<file path="src/rtl/stopreg_pkg.sv">
package stopreg_pkg;

  // Receiver phase: hunting for a start bit, or collecting data bits
  typedef enum logic {
    RX_HUNT = 1'b0,
    RX_DATA = 1'b1
  } rx_state_e;

endpackage

</file>
<file path="src/rtl/stopreg_framer.sv">
module stopreg_framer
  import stopreg_pkg::*;
#(
  parameter int NUM_EN = 12
) (
  input  logic clk,
  input  logic rst,
  input  logic din,
  output logic shift_en,
  output logic last_bit
);

  localparam int CNT_W = (NUM_EN > 1) ? $clog2(NUM_EN) : 1;
  localparam logic [CNT_W-1:0] LAST_IDX = CNT_W'(NUM_EN - 1);

  rx_state_e        state_q, state_d;
  logic [CNT_W-1:0] cnt_q, cnt_d;

  assign shift_en = (state_q == RX_DATA);
  assign last_bit = (state_q == RX_DATA) && (cnt_q == LAST_IDX);

  always_comb begin
    state_d = state_q;
    cnt_d   = cnt_q;
    case (state_q)
      RX_HUNT: begin
        if (!din) begin
          state_d = RX_DATA;
          cnt_d   = '0;
        end
      end
      RX_DATA: begin
        if (cnt_q == LAST_IDX) begin
          state_d = RX_HUNT;
          cnt_d   = '0;
        end else begin
          cnt_d = cnt_q + 1'b1;
        end
      end
      default: begin
        state_d = RX_HUNT;
        cnt_d   = '0;
      end
    endcase
  end

  always_ff @(posedge clk) begin
    if (rst) begin
      state_q <= RX_HUNT;
      cnt_q   <= '0;
    end else begin
      state_q <= state_d;
      cnt_q   <= cnt_d;
    end
  end


  idle_high_hold_chk: assert property (@(posedge clk) disable iff (rst)
    (state_q == RX_HUNT && din) |=> (state_q == RX_HUNT));


  start_enters_data_chk: assert property (@(posedge clk) disable iff (rst)
    (state_q == RX_HUNT && !din) |=> (state_q == RX_DATA && cnt_q == '0));


  frame_end_hunt_chk: assert property (@(posedge clk) disable iff (rst)
    last_bit |=> (state_q == RX_HUNT));


  data_zero_not_start_chk: assert property (@(posedge clk) disable iff (rst)
    (state_q == RX_DATA && !last_bit) |=> (state_q == RX_DATA && cnt_q != '0));

endmodule

</file>
<file path="src/rtl/stopreg_shifter.sv">
module stopreg_shifter #(
  parameter int NUM_EN = 12
) (
  input  logic              clk,
  input  logic              rst,
  input  logic              shift_en,
  input  logic              din,
  output logic [NUM_EN-1:0] shadow_next
);

  logic [NUM_EN-1:0] shadow_q;

  // New bits enter at the top; after NUM_EN shifts the first bit sits at bit 0
  generate
    if (NUM_EN > 1) begin : g_multi
      assign shadow_next = {din, shadow_q[NUM_EN-1:1]};
    end else begin : g_single
      assign shadow_next = din;
    end
  endgenerate

  always_ff @(posedge clk) begin
    if (rst) begin
      shadow_q <= '1;
    end else if (shift_en) begin
      shadow_q <= shadow_next;
    end
  end


  shadow_entry_chk: assert property (@(posedge clk) disable iff (rst)
    shift_en |=> (shadow_q[NUM_EN-1] == $past(din)));

endmodule

</file>
<file path="src/rtl/stopreg_hold.sv">
module stopreg_hold #(
  parameter int NUM_EN = 12
) (
  input  logic              clk,
  input  logic              rst,
  input  logic              load,
  input  logic [NUM_EN-1:0] load_val,
  output logic [NUM_EN-1:0] en_q
);

  always_ff @(posedge clk) begin
    if (rst) begin
      en_q <= '1;
    end else if (load) begin
      en_q <= load_val;
    end
  end


  en_stable_chk: assert property (@(posedge clk) disable iff (rst)
    !load |=> $stable(en_q));

endmodule

</file>
<file path="src/rtl/serial_stop_reg.sv">
module serial_stop_reg #(
  parameter int NUM_EN = 12
) (
  input  logic              clk,
  input  logic              rst,
  input  logic              ser_din,
  output logic [NUM_EN-1:0] out_en
);

  logic              shift_en;
  logic              last_bit;
  logic [NUM_EN-1:0] shadow_next;

  stopreg_framer #(.NUM_EN(NUM_EN)) u_framer (
    .clk      (clk),
    .rst      (rst),
    .din      (ser_din),
    .shift_en (shift_en),
    .last_bit (last_bit)
  );

  stopreg_shifter #(.NUM_EN(NUM_EN)) u_shifter (
    .clk         (clk),
    .rst         (rst),
    .shift_en    (shift_en),
    .din         (ser_din),
    .shadow_next (shadow_next)
  );

  // Commit on the edge that samples the last data bit, so back-to-back frames fit
  stopreg_hold #(.NUM_EN(NUM_EN)) u_hold (
    .clk      (clk),
    .rst      (rst),
    .load     (last_bit),
    .load_val (shadow_next),
    .en_q     (out_en)
  );

endmodule

</file>
<file path="config.mk">
export PLATFORM = sky130hd
export DESIGN_NAME = serial_stop_reg
export DESIGN_NICKNAME = d
export VERILOG_FILES = /design/src/rtl/stopreg_pkg.sv /design/src/rtl/stopreg_framer.sv /design/src/rtl/stopreg_shifter.sv /design/src/rtl/stopreg_hold.sv /design/src/rtl/serial_stop_reg.sv
export SDC_FILE = /design/constraint.sdc
export NUM_CORES = 1
export LEC_CHECK = 0
export ABC_CLOCK_PERIOD_IN_PS = 2180
export BUFFER_PORTS_ARGS = -buffer_cell sky130_fd_sc_hd__buf_2
export CAP_MARGIN = 20
export CELL_PAD_IN_SITES_DETAIL_PLACEMENT = 2
export CELL_PAD_IN_SITES_GLOBAL_PLACEMENT = 2
export CORE_MARGIN = 8
export CORE_UTILIZATION = 35
export CTS_CLUSTER_DIAMETER = 150
export DETAILED_ROUTE_END_ITERATION = 16
export GPL_TIMING_DRIVEN = 0
export PLACE_DENSITY = 0.88
export SYNTH_ARGS = -nofsm -noshare
export SYNTH_HDL_FRONTEND = slang
export SYNTH_SLANG_ARGS = --single-unit
export TNS_END_PERCENT = 10
</file>
<file path="constraint.sdc">
create_clock -name clk -period 2.18 [get_ports clk]
set_input_delay 0.109 -clock clk [delete_from_list [all_inputs] [get_ports clk]]
set_output_delay 0.109 -clock clk [all_outputs]
set_load 0.02 [all_outputs]
</file>
==> summary.md <==
| Metric | Value |
|---|---|
| Status | `completed` |
| Worst Hold Class | `primary input to register` |
| Core Area | `0.003078 sq mm` |
| Place WS | `roughly 0.79 ns` |
| Worst Path Arrival | `1.62 ns` |
| Pint | `between 0.7 and 0.8 mW` |
| Yosys warning count | `0` |
| TritonCTS buffer count | `3` |
| Startpoint types | `register` |
| RePlAce Congestion | `0.7282` |
| Final setup fails | `0` |
| Latest clock arrival within the worst-skew pair | `0.33 ns` |
| Area of the mapped netlist | `between 0.001 and 0.0015 sq mm` |
| Post-route core utilization | `0.4244` |
| Via count | `915` |
| Fmax achieved | `720.4 MHz` |
| Vias in the first global route | `1022` |
| CTS sink cnt | `28` |
| Row count | `20` |
| Area grow syn2layout | `15.23%` |
| Fin. Hold Viols | `0` |
| Worst-path fanout max | `4` |
| 1st-pass router iterations | `4` |
| Final count of pins violating max slew | `0` |
| ANT nets after route | `0` |
| IO Port Bufs | `13` |
| Psw | `approximately 0.22 mW` |
| Sw Ratio | `0.2237` |
| Detailed-route DRC error count | `0` |
| Max clock buf depth | `2` |
| Pwr Density | `740.6 mW/mm^2` |
| Total power | `between 0.9 and 1 mW` |
| Combinational fraction of design power | `0.081` |
| Initial drt markers | `45` |
| Syn_nets | `120` |
| Via density | `roughly 5.2` |
| IO Count | `15` |
| Syn Area/Cell | `9.772 sq um` |
| Die footprint | `0.005316 sq mm` |
| Postcts setup bufs | `0` |
| Fillcell total | `between 300 and 400` |
| Die X | `72.91 microns` |
| Final period utilization | `0.6368` |
| Final WS setup | `0.7919 ns` |
| Htree depth | `1` |
| Hpwl dp | `between 2000 and 2500 microns` |
| Slew margin rel. | `0.6666` |
| Initial antenna violation count | `0` |
| Post-synthesis sequential area ratio | `0.4945` |
| First-pass GRT wire length | `roughly 4900 microns` |
| Crit. End Element | `register` |
| Max stage delay cell, worst path | `dfxtp_1` |
| Nets | `roughly 140` |
| All-Layer GR Usage | `0.1174` |
| Synth Instances | `between 100 and 150` |
| Cell Count Post-Placement | `173` |
| Layout cells sized above 1 | `0.2481` |
| Critical path's top delay family | `flip-flops` |
| Peak supply drop | `roughly 0.36 mV` |
| Setup TNS | `0 ns` |
| Die Ht | `72.91 microns` |
| Critical path, cell by cell | `ha_1 -> inv_1 -> or3_1 -> a311oi_1` |
| Post-synth top area share | `0.4945` |
| Buf+Inv Stages, Crit Path | `1` |
| RSZ-0062 raised after global routing | `false` |
| Final clock skew | `0.01470 ns` |
| Slew @ Worst Pin | `0.5001 ns` |
| Ranking of synthesized cells by area | `dfxtp_1 49%, a211o_1 8.5%, nor3_2 7.1%` |
| Congestion Overflow GR | `0` |
| Total length of routed wires | `2896 microns` |
| Tmin final | `approximately 1.4 ns` |
| Initial core utilization | `0.3683` |
| Worst EP required | `between 2 and 2.5 ns` |
| Yosys top cell by area | `dfxtp_1` |
| Non-filler instance count after layout | `177` |
| Max-Cap Viols | `0` |
| Largest net degree at the start of global routing | `17` |
| WL per Instance | `around 16 microns` |
| Post-cts sizing count | `0` |
| P_leak | `0.4628 nW` |
| Root Buffer | `clkbuf_4` |
| Cts-stage hold buffer count | `0` |
| CTS tree | `built` |
| Setup CP Type | `register to register` |
| Reg power frac | `0.568` |
| Antenna Diode Count | `0` |
| Clk pwr share | `0.351` |
| Seq cells post-synth | `28` |
| Worst-path clk slew | `0.16 ns` |
| Cell variety after synth | `23` |
| Slowest stage delay, CP | `0.40 ns` |
## stage by stage
step                      instance area, sq um  hold slack (ns)
after CTS                                 1306          0.04942
after floorplan                           1134           0.2314
after detailed placement                  1254           0.4059
after global routing                      1306          0.04818
after global placement                    1254           0.4007
final                                     1306          0.05725
## power by group through the flow
stage / Sequential [mW] / Clock (mW) / Combinational (mW)
final: 0.550 / 0.339 / 0.0785
after CTS: 0.550 / 0.351 / 0.0796
after detailed placement: 0.560 / 0 / 0.0782
after global placement: 0.558 / 0 / 0.0716
after global routing: 0.553 / 0.368 / 0.0866
after floorplan: 0.554 / 0 / 0.0592
## layout by cell type (no fill, tap or decap)
cell,n
dfxtp_1,28
buf_2,18
a21oi_1,14
nor2_1,13
nor2b_1,12
a211o_1,11
nor3_2,8
nor3_1,5
nand3b_1,3
clkbuf_4,3
buf_6,2
clkbuf_1,2
nand2_1,2
and4b_1,1
buf_8,1
inv_1,1
or3_1,1
a311oi_1,1
a22oi_1,1
nand3_1,1
o2111ai_1,1
or3b_1,1
a31oi_1,1
ha_1,1
bufinv_16,1
## cell usage after synthesis
cell type  instances
dfxtp_1           28
a21oi_1           14
nor2_1            13
nor2b_1           12
a211o_1           11
nor3_2             8
buf_2              5
nor3_1             5
nand3b_1           3
buf_6              2
clkbuf_1           2
nand2_1            2
a22oi_1            1
a311oi_1           1
a31oi_1            1
and4b_1            1
buf_8              1
ha_1               1
inv_1              1
nand3_1            1
o2111ai_1          1
or3_1              1
or3b_1             1
## final timing paths
path | startpoint | end | cells past startpoint | slack [ns]
worst min-delay path | ser_din | u_shifter.shadow_q[11] | 2 | 0.06
worst min register to register | u_framer.cnt_q[0] | u_framer.cnt_q[0] | 2 | 0.51
worst max-delay path | u_framer.cnt_q[0] | u_framer.cnt_q[2] | 4 | 0.79
worst max register to register | u_framer.cnt_q[0] | u_framer.cnt_q[2] | 4 | 0.79
## layer usage
metal	GRT usage	up-vias	routed length, microns
met5	0	-	0
li1	-	449	-
met2	0.2117	13	1522
met3	0.03022	2	100
met4	0.04222	0	15
met1	0.1280	451	1258
## cell type report
class / instances / area [sq um] / share of cell area
repair buffers: 13 / 65.06 / 0.04981
inverters: 1 / 3.754 / 0.002874
clock buffers: 3 / 22.52 / 0.01724
multi-input cells: 77 / 499.2 / 0.3822
flip-flops and latches: 28 / 560.5 / 0.4291
clock inverters: 1 / 30.03 / 0.02299
plain buffers: 10 / 70.07 / 0.05364
well taps: 44 / 55.05 / 0.04215
## state kept, by name, summed over array words and instances, names as in the netlist
register and flops:
u_shifter.shadow_q 11, u_framer.cnt_q 4, u_hold.en_q 12, u_framer.shift_en 1
## cells by family after synthesis
logic type	share of synthesized area
and+or+nand+nor	0.2550
DFF	0.4945
AOI/OAI and AO/OA	0.1744
adders and majority gates	0.01104
buffers and inverters	0.06511
Note: power is estimated with default switching activity, not from simulation.
